### config.mk
export PLATFORM = sky130hd
export DESIGN_NAME = irq_aggregator
export DESIGN_NICKNAME = d
export VERILOG_FILES = /design/src/rtl/irq_agg_pkg.sv /design/src/rtl/irq_agg_bank.sv /design/src/rtl/irq_agg_regif.sv /design/src/rtl/irq_aggregator.sv
export SDC_FILE = /design/constraint.sdc
export NUM_CORES = 1
export LEC_CHECK = 0
export BUFFER_PORTS_ARGS = -buffer_cell sky130_fd_sc_hd__buf_2
export CAP_MARGIN = 10
export CORE_ASPECT_RATIO = 1.1
export CORE_MARGIN = 2
export CORE_UTILIZATION = 50
export DETAILED_ROUTE_END_ITERATION = 8
export HOLD_SLACK_MARGIN = 0.1
export PLACE_DENSITY = 0.71
export SYNTH_ARGS = -nofsm -noshare
export SYNTH_HDL_FRONTEND = slang
export SYNTH_SLANG_ARGS = --single-unit
### constraint.sdc
create_clock -name clk -period 2.3 [get_ports clk]
set_input_delay 0.23 -clock clk [delete_from_list [all_inputs] [get_ports clk]]
set_output_delay 0.23 -clock clk [all_outputs]
set_load 0.1 [all_outputs]
### src/rtl/irq_agg_pkg.sv
package irq_agg_pkg;
  localparam int BANK_W  = 32;
  localparam int BYTES_W = BANK_W / 8;

  typedef logic [BANK_W-1:0] vec_t;

  localparam vec_t LVL_SEL_B0_DEF = 32'h0000_0000;
  localparam vec_t LVL_SEL_B1_DEF = 32'h1FF0_0000;

  typedef enum logic [3:0] {
    OFS_EVENTS = 4'h0,
    OFS_MASK   = 4'h4,
    OFS_ACK    = 4'h8,
    OFS_LEVELS = 4'hC
  } reg_ofs_e;

  function automatic vec_t swap_bytes(vec_t v);
    vec_t r;
    for (int i = 0; i < BYTES_W; i++) r[i*8 +: 8] = v[(BYTES_W-1-i)*8 +: 8];
    return r;
  endfunction

  function automatic logic bank_pending(vec_t ev, vec_t lv, vec_t sel, vec_t mk);
    return |((ev | (lv & sel)) & mk);
  endfunction

  function automatic vec_t next_events(vec_t ev, vec_t rise, vec_t sel, vec_t ack);
    return (ev & ~(ack & ~sel)) | (rise & ~sel);
  endfunction
endpackage

### src/rtl/irq_agg_bank.sv
module irq_agg_bank
  import irq_agg_pkg::*;
#(
  parameter vec_t LVL_SEL = '0
) (
  input  logic clk,
  input  logic rst_n,
  input  vec_t src,
  input  logic mask_we,
  input  logic ack_we,
  input  vec_t wdata,
  output vec_t events,
  output vec_t levels,
  output vec_t mask,
  output logic pending
);
  vec_t rise;
  vec_t ack_bits;

  assign rise     = src & ~levels;
  assign ack_bits = ack_we ? wdata : '0;

  always_ff @(posedge clk or negedge rst_n) begin
    if (!rst_n) begin
      levels <= '0;
      events <= '0;
      mask   <= '0;
    end else begin
      levels <= src;
      events <= next_events(events, rise, LVL_SEL, ack_bits);
      if (mask_we) mask <= wdata;
    end
  end

  assign pending = bank_pending(events, levels, LVL_SEL, mask);
endmodule

### src/rtl/irq_agg_regif.sv
module irq_agg_regif
  import irq_agg_pkg::*;
#(
  parameter int ADDR_W  = 12,
  parameter int NBANKS  = 2,
  parameter bit SWAP_EN = 1'b0
) (
  input  logic              clk,
  input  logic              rst_n,
  input  logic              bus_valid,
  input  logic              bus_we,
  input  logic [ADDR_W-1:0] bus_addr,
  input  vec_t              bus_wdata,
  input  vec_t              ev   [NBANKS],
  input  vec_t              mk   [NBANKS],
  input  vec_t              lv   [NBANKS],
  output logic [NBANKS-1:0] mask_we,
  output logic [NBANKS-1:0] ack_we,
  output vec_t              wdata_int,
  output logic              addr_bad,
  output vec_t              bus_rdata
);
  localparam int IDX_W = (NBANKS > 1) ? $clog2(NBANKS) : 1;

  logic [ADDR_W-1:0] rel_addr;
  logic [ADDR_W-1:0] idx_full;
  logic [IDX_W-1:0]  idx;
  logic [3:0]        ofs;
  logic              wr_ok;
  logic              rd_req;
  vec_t              rd_val;
  vec_t              rd_bus;

  assign rel_addr = bus_addr - ADDR_W'(16);
  assign idx_full = rel_addr >> 4;
  assign idx      = idx_full[IDX_W-1:0];
  assign addr_bad = idx_full >= ADDR_W'(NBANKS);
  assign ofs      = bus_addr[3:0];
  assign wr_ok    = bus_valid && bus_we && !addr_bad;
  assign rd_req   = bus_valid && !bus_we;

  generate
    if (SWAP_EN) begin : g_swap
      assign wdata_int = swap_bytes(bus_wdata);
      assign rd_bus    = swap_bytes(rd_val);
    end else begin : g_direct
      assign wdata_int = bus_wdata;
      assign rd_bus    = rd_val;
    end
  endgenerate

  for (genvar b = 0; b < NBANKS; b++) begin : g_strobe
    assign mask_we[b] = wr_ok && (idx == IDX_W'(b)) && (ofs == OFS_MASK);
    assign ack_we[b]  = wr_ok && (idx == IDX_W'(b)) && (ofs == OFS_ACK);
  end

  always_comb begin
    rd_val = '0;
    if (!addr_bad) begin
      case (ofs)
        OFS_EVENTS: rd_val = ev[idx];
        OFS_MASK:   rd_val = mk[idx];
        OFS_LEVELS: rd_val = lv[idx];
        default:    rd_val = '0;
      endcase
    end
  end

  always_ff @(posedge clk or negedge rst_n) begin
    if (!rst_n)      bus_rdata <= '0;
    else if (rd_req) bus_rdata <= rd_bus;
  end
endmodule

### src/rtl/irq_aggregator.sv
module irq_aggregator
  import irq_agg_pkg::*;
#(
  parameter int NBANKS  = 2,
  parameter int ADDR_W  = 12,
  parameter bit SWAP_EN = 1'b0,
  parameter logic [NBANKS-1:0][BANK_W-1:0] LVL_SEL = {LVL_SEL_B1_DEF, LVL_SEL_B0_DEF}
) (
  input  logic                     clk,
  input  logic                     rst_n,
  input  logic [NBANKS*BANK_W-1:0] irq_in,
  input  logic                     bus_valid,
  input  logic                     bus_we,
  input  logic [ADDR_W-1:0]        bus_addr,
  input  logic [BANK_W-1:0]        bus_wdata,
  output logic [BANK_W-1:0]        bus_rdata,
  output logic                     cpu_irq
);
  vec_t              ev_v [NBANKS];
  vec_t              mk_v [NBANKS];
  vec_t              lv_v [NBANKS];
  logic [NBANKS-1:0] pend_v;
  logic [NBANKS-1:0] mask_we;
  logic [NBANKS-1:0] ack_we;
  vec_t              wdata_int;
  logic              addr_bad;
  logic              pend_any;
  vec_t              ev_lo, ev_hi, lv_lo;

  irq_agg_regif #(
    .ADDR_W (ADDR_W),
    .NBANKS (NBANKS),
    .SWAP_EN(SWAP_EN)
  ) u_regif (
    .clk      (clk),
    .rst_n    (rst_n),
    .bus_valid(bus_valid),
    .bus_we   (bus_we),
    .bus_addr (bus_addr),
    .bus_wdata(bus_wdata),
    .ev       (ev_v),
    .mk       (mk_v),
    .lv       (lv_v),
    .mask_we  (mask_we),
    .ack_we   (ack_we),
    .wdata_int(wdata_int),
    .addr_bad (addr_bad),
    .bus_rdata(bus_rdata)
  );

  // bank b is fed by the input group counted from the top
  for (genvar b = 0; b < NBANKS; b++) begin : g_bank
    irq_agg_bank #(
      .LVL_SEL(LVL_SEL[b])
    ) u_bank (
      .clk    (clk),
      .rst_n  (rst_n),
      .src    (irq_in[(NBANKS-1-b)*BANK_W +: BANK_W]),
      .mask_we(mask_we[b]),
      .ack_we (ack_we[b]),
      .wdata  (wdata_int),
      .events (ev_v[b]),
      .levels (lv_v[b]),
      .mask   (mk_v[b]),
      .pending(pend_v[b])
    );
  end

  assign pend_any = |pend_v;
  assign ev_lo    = ev_v[0];
  assign ev_hi    = ev_v[NBANKS-1];
  assign lv_lo    = lv_v[0];

  always_ff @(posedge clk or negedge rst_n) begin
    if (!rst_n) cpu_irq <= 1'b0;
    else        cpu_irq <= pend_any;
  end
endmodule

# Word-level counts from Yosys, hierarchy flattened
# Cells that the tools add are included.
[totals] reg_bits=225 inputBits=112 output_inout_bits=33 elab_cells=55
[classes] addsub=1 magnitude_cmp=2 n_eq_ne=3 mux=13 bitwise_logic=15 n_reduce_logical=13
[op_table] operator="32-bit 2-to-1 mux" count=12
[op_table] operator="32-bit bitwise AND" count=6
[op_table] operator="32-bit NOT" count=4
[op_table] operator="32-bit one-hot mux with 3 select lines" count=1
[op_table] operator="32-bit OR" count=2
[op_table] operator="64-bit OR reduction" count=1
[op_table] operator="32-bit by 29-bit OR with 32-bit output" count=1
[op_table] operator="12-bit by 5-bit subtractor with 12-bit output (second input constant)" count=1
[op_table] operator="1-bit logical AND" count=9
[op_table] operator="4-bit equality test (second input constant)" count=2
[op_table] operator="8-bit by 2-bit greater-or-equal comparator with 1-bit output (second input constant)" count=1
[op_table] operator="4-bit by 3-bit equality test with 1-bit output (second input constant)" count=1
[op_table] operator="4-bit zero test" count=1
[op_table] operator="2-bit greater-or-equal comparator (second input constant)" count=1
[op_table] operator="1-bit zero test" count=2
[op_table] operator="1-bit NOT with 2-bit output" count=1
[op_table] operator="1-bit NOT" count=1

# Logic depth before layout (Yosys ltp)
# Gate-level depths: netlist of run 1.
[logic_depth] ltp_word=10 depth_mapped=11 depth_no_buf=6

# By module
# A second synthesis of run 1 with hierarchy kept.
[unflattened] hier_cells=875 hier_area_um2=9801.9
[modules_own_cells] mod="irq_agg_bank at g_bank[0].u_bank" instances=1 cells_per_inst=284 area_each_um2=3475.8 seq_area_each_um2=2402.3
[modules_own_cells] mod="irq_agg_bank at g_bank[1].u_bank" instances=1 cells_per_inst=248 area_each_um2=3171.8 seq_area_each_um2=2177.1
[modules_own_cells] mod="irq_agg_regif" instances=1 cells_per_inst=341 area_each_um2=3123.0 seq_area_each_um2=800.8
[modules_own_cells] mod="irq_aggregator" instances=1 cells_per_inst=2 area_each_um2=31.3 seq_area_each_um2=25.0

# Least setup slack after synthesis of run 1
# Ideal clock, no wire load.
[synth_timing] path_kind="in2reg" start="input bus_addr[4]" end="register g_bank[0].u_bank.mask[30]" setup_ps=125 arrival_time_ps=2291 required_ps=2175 path_slack_ps=-115 cell_stages=10 n_path_buf=4 path_cell_list="buf_2 > inv_1 > clkbuf_1 > clkbuf_1 > ha_1 > and3b_1 > a31oi_4 > nor3_4 > buf_6 > mux2_2"
[synth_via] elab_chain_len=6 word_cells_on_any_way=7 cone_classes="add/sub: 1; order compare: 1; bitwise: 1; reduce/logical: 4"
[synth_rtl] element="start: declaration" line="irq_aggregator.sv:14" text="input logic [ADDR_W-1:0] bus_addr,"
[synth_rtl] element="12-bit by 5-bit subtractor with 12-bit output *" line="irq_agg_regif.sv:34" text="assign rel_addr = bus_addr - ADDR_W'(16);"
[synth_rtl] element="8-bit by 2-bit greater-or-equal comparator with 1-bit output" line="irq_agg_regif.sv:37" text="assign addr_bad = idx_full >= ADDR_W'(NBANKS);"
[synth_rtl] element="1-bit zero test" line="irq_agg_regif.sv:39" text="assign wr_ok = bus_valid && bus_we && !addr_bad;"
[synth_rtl] element="1-bit logical AND" line="irq_agg_regif.sv:39"
[synth_rtl] element="1-bit logical AND * (2 in series)" line="irq_agg_regif.sv:53" text="assign mask_we[b] = wr_ok && (idx == IDX_W'(b)) && (ofs == OFS_MASK);"
[synth_rtl] element="end signal: assignment" line="irq_agg_bank.sv:31" text="if (mask_we) mask <= wdata;"
[synth_rtl] element="end: declaration" line="irq_agg_bank.sv:14" text="output vec_t mask,"
# Every way passes the cells marked *; elsewhere a longest branch is shown, timed or not.
# A chain may end at the register's enable or synchronous reset.

# Worst setup path in the final report of run 1
[layout_timing] start="register g_bank[0].u_bank.mask[13]" end="register cpu_irq"
[layout_via] elab_chain_len=2
[layout_rtl] element="32-bit bitwise AND" line="irq_agg_pkg.sv:24" text="return |((ev | (lv & sel)) & mk);"
[layout_rtl] element="64-bit OR reduction" line="irq_aggregator.sv:69" text="assign pend_any = |pend_v;"
[layout_rtl] element="named net pend_any" line="irq_aggregator.sv:27" text="logic pend_any;"
[layout_rtl] element="end signal: assignment" line="irq_aggregator.sv:76" text="else cpu_irq <= pend_any;"
[layout_rtl] element="end: declaration" line="irq_aggregator.sv:17" text="output logic cpu_irq"
# The timed path passes the listed nets, and every way through them passes these cells.

==> metrics.cfg, run 1 <==
[finish]
layout-drive-gt1-share_pct = 29.1
final_cell_count_no_fill = 1341
area_delta_synth_final_pct = 28.6
nets = 1191
n_antenna_cell = 0
multiInputGateArea_um2 = 3910
fillers = 1463
register_area_um2 = 5410

[timing]
timing.slew.headroom_pct = 50.5
rsz0062_at_grt = false
max_freq_ghz = 0.507
slew_violations = 0
fin_crit_sh_pct = 85.8
fin_crit_ns = 1.97
tightest_slew_ns = 0.742
setup_tns_ns = 0
fin_worst_skew_ns = 0.00690
finalSetupViolCount = 0
hold_viol = 0

[place]
dp_cells = 1203
hpwl_um = 20000
io_buffers = 144
gp_congestion = 0.885

[drt]
routed_wl_um = 31500
drc = 0
vias = 8444
drtPass1Iterations = 5
first_iter_violations = 758
ant_nets = 0
wl_per_cell_um = 23.5
vias_per_cell = 6.30

[synth]
async_flop_share_pct = 100
post-synth-top-area-cell = dfrtp_1
synth_most_common_cell = dfrtp_1
ys_seq_area_share_pct = 55.0
avgSynthCellArea_um2 = 11.7
synth_top_area_share_pct = 55.0
netlist_instances = 842
synth-edff-count = 0
yosys_warnings = 0
ys.flop_type = dfrtp_1
synth_common_cells = dfrtp_1, o21ai_0, mux2_2
netlist_top_cells_area = dfrtp_1, mux2_2, o21ai_0, o31ai_1, nand4_1
synthesis.area_um2 = 9830
synth-seq-cells = 216
ys_types = 38
synth_nets = 955

[setup_path]
critical-path-top-delay-family = simple AND/OR/NAND/NOR gates
cpMaxStageDelayCell = or4_1
start_kind = flop
rr_startpoint = g_bank[0].u_bank.mask[13]$_DFFE_PN0P_
max_stage_delay_ns = 0.53
worst-path-stages = 5
cp_cell_sequence = a22o_1 -> a221oi_1 -> buf_4 -> nand4_1 -> or4_1
r2r-end = cpu_irq$_DFF_PN0_
critical_path_class = flop to flop
reg2regPathDepth = 5
path_buf_inv = 1
crit_path_end_kind = flop
cp_max_fo = 3
worstPathRequired_ns = 2.68
ff2ff_setup_slack_ns = 0.33
arrival_ns = 2.35

[worst_hold_path]
min_from = bus_addr[1]
worstHoldEndpoint = u_regif.bus_rdata[30]$_DFFE_PN0P_
min_path_type = input port to flop
hold_path_depth = 3

[global_route]
antenna_found_initial = 0
grt_max_degree = 74
track_usage_pct = 31.1
grt_pass1_vias = 8694
grt_pass1_wl_um = 48800
grt_overflow = 0

[clocking]
cts-root-buf = clkbuf_16
clkLatencyLatePin_ns = 0.51
h-tree-depth = 1
clockBufferDepth = 3
postCtsSetupRepairBufs = 0
clk_pin_slew_ns = 0.06
cts_tree = built
clock_sinks = 216
cts_buffers = 23

[power]
power_frac_clock_pct = 42.9
p_comb_share_pct = 10.0
power.internal_mw = 6.24
swShare_pct = 24.7
peakVddDrop_mv = 0.557
seq_power_share_pct = 47.2
leakagePower_nw = 5.74
switchingPower_mw = 2.05
power_mw = 8.29
power_per_cell_area_nw_per_um2 = 656

[outcome]
status = finished, final reports clean

[die]
initial_core_util_pct = 51.3
boundaryPins = 145
dieWidth_um = 138
chipHeight_um = 151
dieArea_um2 = 20800
rows = 53
core_um2 = 19200

[run]
max_cap_violations = 0

logic make-up (layout without fill, tap and decap cells):
family	after synthesis	count (layout)	synth area share (%)
DFF	216	216	55.0
and+or+nand+nor	111	111	6.76
AOI/OAI and AO/OA	277	277	19.9
buffers and inverters	125	377	5.51
muxes	112	112	12.7
adders and majority gates	1	1	0.127
state kept, by name (all words and copies together) (netlist names):
| name | cells |
|---|---|
| g_bank.u_bank.levels | 64 |
| g_bank.u_bank.mask | 64 |
| g_bank.u_bank.events | 55 |
| u_regif.bus_rdata | 32 |
| cpu_irq | 1 |
what timing repair did:
item	CTS	global route
hold buffers	97	0
endpoints found under the hold margin	250	0
resized for setup	0	0
power groups by stage:
stage	Sequential, mW	Combinational, mW	Clock, mW
global route	3.91	0.887	3.73
global placement	3.97	0.681	0
finish	3.91	0.828	3.55
detailed placement	3.97	0.687	0
CTS	3.91	0.818	3.58
floorplan	3.98	0.293	0
final cells by class:
class | instances | share of cell area [%]
clock buffers | 33 | 5.33
clock inverters | 8 | 0.346
inverters | 57 | 1.69
multi-input cells | 501 | 30.9
flip-flops and latches | 216 | 42.8
well taps | 247 | 2.45
repair buffers | 279 | 16.5
cells in the final DEF, fill, tap and decap left out, drive strengths merged:
master / netlist / routed
clkinv: 0 / 7
or3: 3 / 3
ha: 1 / 1
a22oi: 1 / 1
a222oi: 2 / 2
a21oi: 11 / 11
o31ai: 61 / 61
nor4b: 1 / 1
dfrtp: 216 / 216
buf: 23 / 182
nor3: 2 / 2
mux2i: 14 / 14
nor2b: 1 / 1
o31a: 1 / 1
clkbuf: 45 / 33
and3b: 1 / 1
o21ai: 112 / 112
nor4: 2 / 2
a31oi: 1 / 1
a221o: 31 / 31
dlygate4sd3: 0 / 97
or4: 2 / 2
a22o: 32 / 32
nor4bb: 1 / 1
mux2: 98 / 98
nand2b: 1 / 1
nor2: 2 / 2
inv: 57 / 58
a221oi: 16 / 16
o2bb2ai: 9 / 9
nand2: 33 / 33
nand4: 61 / 61
and4bb: 1 / 1
per-stage QoR:
step | hold WS [ns] | cell area [um^2] | utilization, % | setup WS, ns
floorplan | -0.0656 | 9830 | - | 0.0340
global placement | 0.255 | 11000 | 57.1 | 0.280
detailed placement | 0.251 | 11000 | 57.1 | 0.256
CTS | 0.196 | 12600 | 66.0 | 0.363
global route | 0.246 | 12600 | 66.0 | 0.347
finish | 0.212 | 12600 | 66.0 | 0.326
worst max path at each step:
stage                                                     start                                    end  slack (ns)
final                     g_bank[0].u_bank.mask[13]$_DFFE_PN0P_                      cpu_irq$_DFF_PN0_        0.33
after global routing      g_bank[0].u_bank.events[13]$_DFF_PN0_                      cpu_irq$_DFF_PN0_        0.35
after CTS                 g_bank[0].u_bank.mask[13]$_DFFE_PN0P_                      cpu_irq$_DFF_PN0_        0.36
after detailed placement                            bus_addr[4]       u_regif.bus_rdata[2]$_DFFE_PN0P_        0.26
after global placement                              bus_addr[4]       u_regif.bus_rdata[2]$_DFFE_PN0P_        0.28
after floorplan                                     bus_addr[4]  g_bank[0].u_bank.mask[30]$_DFFE_PN0P_        0.03
metal layers:
metal  vias up  GRT usage (%)  part of all wire, %
li1       3663              -                    -
met1      4230           41.8                   41
met2       456           50.0                   47
met3        95           4.99                  7.9
met4         0           13.7                  4.2
met5         -              0                    0
worst reg2reg max path, cell delays in order, from the launching register on:
cell and delay [ns]:
dfrtp_1 0.39, a22o_1 0.25, a221oi_1 0.31, buf_4 0.20, nand4_1 0.17, or4_1 0.53
Power figures use the tool's default switching activity.
==> inputs of run 2 (changes only) <==
==> constraint.sdc (replaced) <==
create_clock -name clk -period 2.3 [get_ports clk]
set_input_delay 0.115 -clock clk [delete_from_list [all_inputs] [get_ports clk]]
set_output_delay 0.115 -clock clk [all_outputs]
set_load 0.1 [all_outputs]
==> run 2 against run 1 <==
Against the previous run: wire length fell by 3.0%; highest routed layer unchanged; maximum frequency fell by 0.27%; clock skew rose by 0.0010 ns; setup slack got worse by 0.0054 ns; total power rose by 0.65%.
==> metrics.cfg, run 2 (synthesis results as in run 1) <==
[timing]
max_freq_ghz = 0.505  ; was 0.507 GHz
finalSetupViolCount = 0  ; unchanged
timing.slew.headroom_pct = 48.9  ; was 50.5%
slew_violations = 0  ; unchanged
fin_hold_ws_ns = 0.185  ; was 0.212 ns
hold_viol = 0  ; unchanged
fin_crit_ns = 1.98  ; was 1.97 ns
tightest_slew_ns = 0.766  ; was 0.742 ns
setup_tns_ns = 0  ; unchanged
fin_worst_skew_ns = 0.00792  ; was 0.00690 ns
fin_crit_sh_pct = 86.0  ; was 85.8%
rsz0062_at_grt = false  ; unchanged

[setup_path]
r2r-end = cpu_irq$_DFF_PN0_  ; unchanged
max_stage_delay_ns = 0.51  ; was 0.53 ns
cpMaxStageDelayCell = or4_1  ; unchanged
start_kind = flop  ; unchanged
critical_path_class = flop to flop  ; unchanged
crit_path_end_kind = flop  ; unchanged
ff2ff_setup_slack_ns = 0.32  ; was 0.33 ns
arrival_ns = 2.35  ; about the same
rr_startpoint = g_bank[0].u_bank.mask[13]$_DFFE_PN0P_  ; unchanged
critical-path-top-delay-family = simple AND/OR/NAND/NOR gates  ; unchanged
path_buf_inv = 1  ; unchanged
cp_max_fo = 3  ; unchanged
cp_cell_sequence = a22o_1 -> a221oi_1 -> buf_4 -> nand4_1 -> or4_1  ; unchanged
reg2regPathDepth = 5  ; unchanged
worstPathRequired_ns = 2.67  ; was 2.68 ns

[power]
switchingPower_mw = 1.98  ; was 2.05 mW
power_per_cell_area_nw_per_um2 = 660  ; was 656 nW/um^2
power_frac_clock_pct = 43.3  ; was 42.9%
swShare_pct = 23.7  ; was 24.7%
p_comb_share_pct = 9.8  ; was 10.0%
seq_power_share_pct = 46.8  ; was 47.2%
peakVddDrop_mv = 0.707  ; was 0.557 mV
leakagePower_nw = 5.72  ; was 5.74 nW
power.internal_mw = 6.37  ; was 6.24 mW

[die]
dieWidth_um = 138  ; unchanged
rows = 53  ; unchanged
core_um2 = 19200  ; unchanged
chipHeight_um = 151  ; unchanged
boundaryPins = 145  ; unchanged
initial_core_util_pct = 51.3  ; unchanged
dieArea_um2 = 20800  ; unchanged

[global_route]
grt_pass1_vias = 8250  ; was 8694
grt_max_degree = 81  ; was 74
grt_overflow = 0  ; unchanged
track_usage_pct = 29.8  ; was 31.1%
antenna_found_initial = 0  ; unchanged
grt_pass1_wl_um = 46800  ; was 48800 um

[clocking]
cts_tree = built  ; unchanged
clock_sinks = 216  ; unchanged
cts-root-buf = clkbuf_16  ; unchanged
clkLatencyLatePin_ns = 0.50  ; was 0.51 ns
cts.repair.resized = 0  ; unchanged
clockBufferDepth = 3  ; unchanged
h-tree-depth = 1  ; unchanged
cts_buffers = 23  ; unchanged
clk_pin_slew_ns = 0.06  ; about the same

[finish]
layout-drive-gt1-share_pct = 28.5  ; was 29.1%
fillers = 1482  ; was 1463
multiInputGateArea_um2 = 3910  ; unchanged
final_cell_mix = dfrtp_1, buf_2, dlygate4sd3_1  ; unchanged
area_delta_synth_final_pct = 28.7  ; was 28.6%
layout_commonest_cell = dfrtp_1  ; unchanged
largestRegisters = g_bank.u_bank.levels: 64 flops, g_bank.u_bank.mask: 64 flops, g_bank.u_bank.events: 55 flops  ; unchanged
n_antenna_cell = 0  ; unchanged
register_area_um2 = 5410  ; unchanged
nets = 1187  ; was 1191

[drt]
first_iter_violations = 766  ; was 758
wl_per_cell_um = 22.9  ; was 23.5 um
vias_per_cell = 6.25  ; was 6.30
ant_nets = 0  ; unchanged
drtPass1Iterations = 5  ; unchanged
drc = 0  ; unchanged
routed_wl_um = 30600  ; was 31500 um
vias = 8341  ; was 8444

[place]
gp_congestion = 0.865  ; was 0.885
io_buffers = 144  ; unchanged
hpwl_um = 19300  ; was 20000 um

[outcome]
status = finished, final reports clean  ; unchanged

[worst_hold_path]
min_path_type = input port to async pin  ; was input port to flop

[run]
max_cap_violations = 0  ; unchanged

run 2: cell types whose count changed in the layout (fill, tap and decap cells not counted):
cell           before  now
buf_4              30   23
buf_12              8    9
clkbuf_8            6    7
dlygate4sd3_1      97   99
bufinv_16           0    1
clkinv_2            7    4
inv_6               1    0
run 2: through the flow:
stage | instances | area, um^2 | utilization (%) | total power, mW | setup slack, ns
CTS | 1335 | 12600 | 66.0 | 8.37 | 0.314
finish | 1335 | 12600 | 66.0 | 8.34 | 0.321
floorplan | 842 | 9830 | - | 4.27 | 0.0881
global placement | 1197 | 10900 | 57.0 | 4.65 | 0.317
global route | 1335 | 12600 | 66.0 | 8.61 | 0.260
detailed placement | 1197 | 10900 | 57.0 | 4.65 | 0.321
run 2: area by class of cell:
type                    count  share of cell area [%]
clock buffers              34                    5.43
clock inverters             5                   0.396
inverters                  57                    1.69
multi-input cells         501                    30.9
flip-flops and latches    216                    42.7
well taps                 247                    2.44
repair buffers            275                    16.4
run 2: how the worst max path moves through the flow:
stage	start	endpoint	slack (ns)	cells after the start
finish	g_bank[0].u_bank.mask[13]$_DFFE_PN0P_	cpu_irq$_DFF_PN0_	0.32	5
global route	g_bank[0].u_bank.mask[13]$_DFFE_PN0P_	cpu_irq$_DFF_PN0_	0.26	5
CTS	g_bank[0].u_bank.mask[13]$_DFFE_PN0P_	cpu_irq$_DFF_PN0_	0.31	5
detailed placement	g_bank[0].u_bank.mask[13]$_DFFE_PN0P_	cpu_irq$_DFF_PN0_	0.32	5
global placement	g_bank[0].u_bank.mask[13]$_DFFE_PN0P_	cpu_irq$_DFF_PN0_	0.32	5
floorplan	bus_addr[4]	g_bank[0].u_bank.mask[30]$_DFFE_PN0P_	0.09	10
run 2: what timing repair did:
item                                   4_1_cts  5_1_grt
hold buffers                                99        0
endpoints found under the hold margin      261        0
buffers inserted                             0        0
run 2: metal layers:
metal | routed length, um | vias to the layer above | share of wire, % | track usage [%]
li1 | - | 3666 | - | -
met1 | 12900 | 4184 | 42 | 41.9
met2 | 14200 | 428 | 46 | 46.6
met3 | 2420 | 63 | 7.9 | 4.99
met4 | 1030 | 0 | 3.4 | 11.1
met5 | 0 | - | 0 | 0
run 2: power by group through the flow:
stage	Clock [mW]	Sequential [mW]	Combinational [mW]
finish	3.62	3.91	0.820
global route	3.83	3.91	0.875
CTS	3.66	3.91	0.812
detailed placement	0	3.97	0.680
global placement	0	3.97	0.675
floorplan	0	3.98	0.292
run 2: worst register-to-register path, stage by stage (launching register included):
cell	delay, ns
dfrtp_1	0.38
a22o_1	0.25
a221oi_1	0.33
buf_4	0.21
nand4_1	0.18
or4_1	0.51
==> inputs of run 3 (changes only) <==
Settings changed: REMOVE_ABC_BUFFERS from default to 1.
==> run 3 against run 2 <==
Against the previous run: via count grew 0.18%; critical path depth shrank 1; largest power group unchanged; wire length down 2.1%; largest cell class unchanged.
==> metrics.cfg, run 3 (synthesis results as in run 1) <==
[setup_path]
crit_path_end_kind = flop  ; unchanged
critical_path_class = flop to flop  ; unchanged
cp_max_fo = 3  ; unchanged
worstPathRequired_ns = 2.69  ; was 2.67 ns
start_kind = flop  ; unchanged
cpMaxStageDelayCell = or4_1  ; unchanged
max_stage_delay_ns = 0.54  ; was 0.51 ns
cp_cell_sequence = a22o_1 -> a221oi_1 -> nand4_1 -> or4_1  ; was a22o_1 -> a221oi_1 -> buf_4 -> nand4_1 -> or4_1
arrival_ns = 2.33  ; was 2.35 ns

[clocking]
clkLatencyLatePin_ns = 0.52  ; was 0.50 ns
h-tree-depth = 1  ; unchanged
clockBufferDepth = 3  ; unchanged
cts-root-buf = clkbuf_16  ; unchanged
clk_pin_slew_ns = 0.06  ; about the same
clock_sinks = 216  ; unchanged
cts_tree = built  ; unchanged
cts_buffers = 23  ; unchanged

[power]
power_mw = 8.44  ; was 8.34 mW
power_per_cell_area_nw_per_um2 = 666  ; was 660 nW/um^2
leakagePower_nw = 5.75  ; was 5.72 nW
peakVddDrop_mv = 0.641  ; was 0.707 mV

[global_route]
antenna_found_initial = 1  ; was 0
grt_overflow = 0  ; unchanged
grt_max_degree = 78  ; was 81
track_usage_pct = 29.3  ; was 29.8%
grt_pass1_vias = 8421  ; was 8250
grt_pass1_wl_um = 46700  ; was 46800 um

[run]
max_cap_violations = 0  ; unchanged

[timing]
slew_violations = 0  ; unchanged
rsz0062_at_grt = false  ; unchanged
fin_worst_skew_ns = 0.0179  ; was 0.00792 ns
fin_crit_sh_pct = 84.2  ; was 86.0%
finalSetupViolCount = 0  ; unchanged
max_freq_ghz = 0.517  ; was 0.505 GHz
fin_crit_ns = 1.94  ; was 1.98 ns
timing.slew.headroom_pct = 47.5  ; was 48.9%
tightest_slew_ns = 0.788  ; was 0.766 ns
fin_ws_ns = 0.364  ; was 0.321 ns
hold_viol = 0  ; unchanged

[drt]
drc = 0  ; unchanged
wl_per_cell_um = 22.3  ; was 22.9 um
routed_wl_um = 29900  ; was 30600 um
drtPass1Iterations = 6  ; was 5
vias_per_cell = 6.22  ; was 6.25
first_iter_violations = 808  ; was 766
vias = 8356  ; was 8341
ant_nets = 0  ; unchanged

[die]
dieArea_um2 = 20800  ; unchanged
boundaryPins = 145  ; unchanged
chipHeight_um = 151  ; unchanged
initial_core_util_pct = 51.3  ; unchanged
dieWidth_um = 138  ; unchanged
core_um2 = 19200  ; unchanged
rows = 53  ; unchanged

[finish]
area_delta_synth_final_pct = 29.1  ; was 28.7%
nets = 1191  ; was 1187
postLayoutCoreUtil_pct = 66.2  ; was 66.0%
largestRegisters = g_bank.u_bank.levels: 64 flops, g_bank.u_bank.mask: 64 flops, g_bank.u_bank.events: 55 flops  ; unchanged
final_area_um2 = 12700  ; was 12600 um^2
final_cell_mix = dfrtp_1, buf_2, dlygate4sd3_1  ; unchanged
layout-drive-gt1-share_pct = 28.8  ; was 28.5%
layout_commonest_cell = dfrtp_1  ; unchanged
final_cell_count_no_fill = 1343  ; was 1335

[place]
io_buffers = 144  ; unchanged
placed_cell_area_um2 = 11000  ; was 10900 um^2
pre_cts_slack_ns = 0.286  ; was 0.321 ns
gp_congestion = 0.833  ; was 0.865
hpwl_um = 18600  ; was 19300 um
dp_cells = 1203  ; was 1197

[worst_hold_path]
min_path_type = input port to flop  ; was input port to async pin

[outcome]
status = finished, final reports clean  ; unchanged

run 3: power by group:
group	internal (mW)	switching, mW
logic	0.340	0.475
registers	3.86	0.0397
clock network	2.24	1.49
total	6.44	2.01
run 3: per-layer routing:
layer | vias to the layer above | routed length (um) | GRT usage (%)
met5 | - | 0 | 0
met4 | 0 | 838 | 9.85
met3 | 69 | 2440 | 4.92
met2 | 397 | 14700 | 48.6
met1 | 4205 | 11900 | 39.1
li1 | 3685 | - | -
run 3: stage by stage:
step	setup TNS, ns	hold slack, ns
floorplan	-231.26	-0.181
global placement	0	0.204
detailed placement	0	0.202
CTS	0	0.107
global route	0	0.120
finish	0	0.107
run 3: worst max-delay path: cells and delay by family (launching register included):
kind	cells	cell delay, ns
compound gates	2	0.65
flops	1	0.40
simple gates	2	0.76
run 3: area by class of cell:
type                       count  area, um^2
sequential                   216        5410
inverter                      57         214
multi-input combinational    501        3910
clock buffer                  36         674
fill                        1466        6480
clock inverter                 6        83.8
timing repair buffer         279        2090
antenna                        1        2.50
tap                          247         309
run 3: repair_timing:
action	CTS	global route
hold buffers	97	0
hold endpoints to repair	255	0
buffers inserted	0	0
gates resized for setup	0	0
run 3: worst paths after layout:
check,slack (ns),end,cells after the start,from
max,0.36,cpu_irq$_DFF_PN0_,4,g_bank[0].u_bank.mask[26]$_DFFE_PN0P_
min,0.11,u_regif.bus_rdata[30]$_DFFE_PN0P_,3,bus_addr[0]
max reg2reg,0.36,cpu_irq$_DFF_PN0_,4,g_bank[0].u_bank.mask[26]$_DFFE_PN0P_
min reg2reg,0.45,g_bank[0].u_bank.events[5]$_DFF_PN0_,1,g_bank[0].u_bank.levels[5]$_DFF_PN0_
max in group asynchronous,1.37,g_bank[1].u_bank.levels[5]$_DFF_PN0_,3,rst_n
min in group asynchronous,0.20,u_regif.bus_rdata[3]$_DFFE_PN0P_,2,rst_n
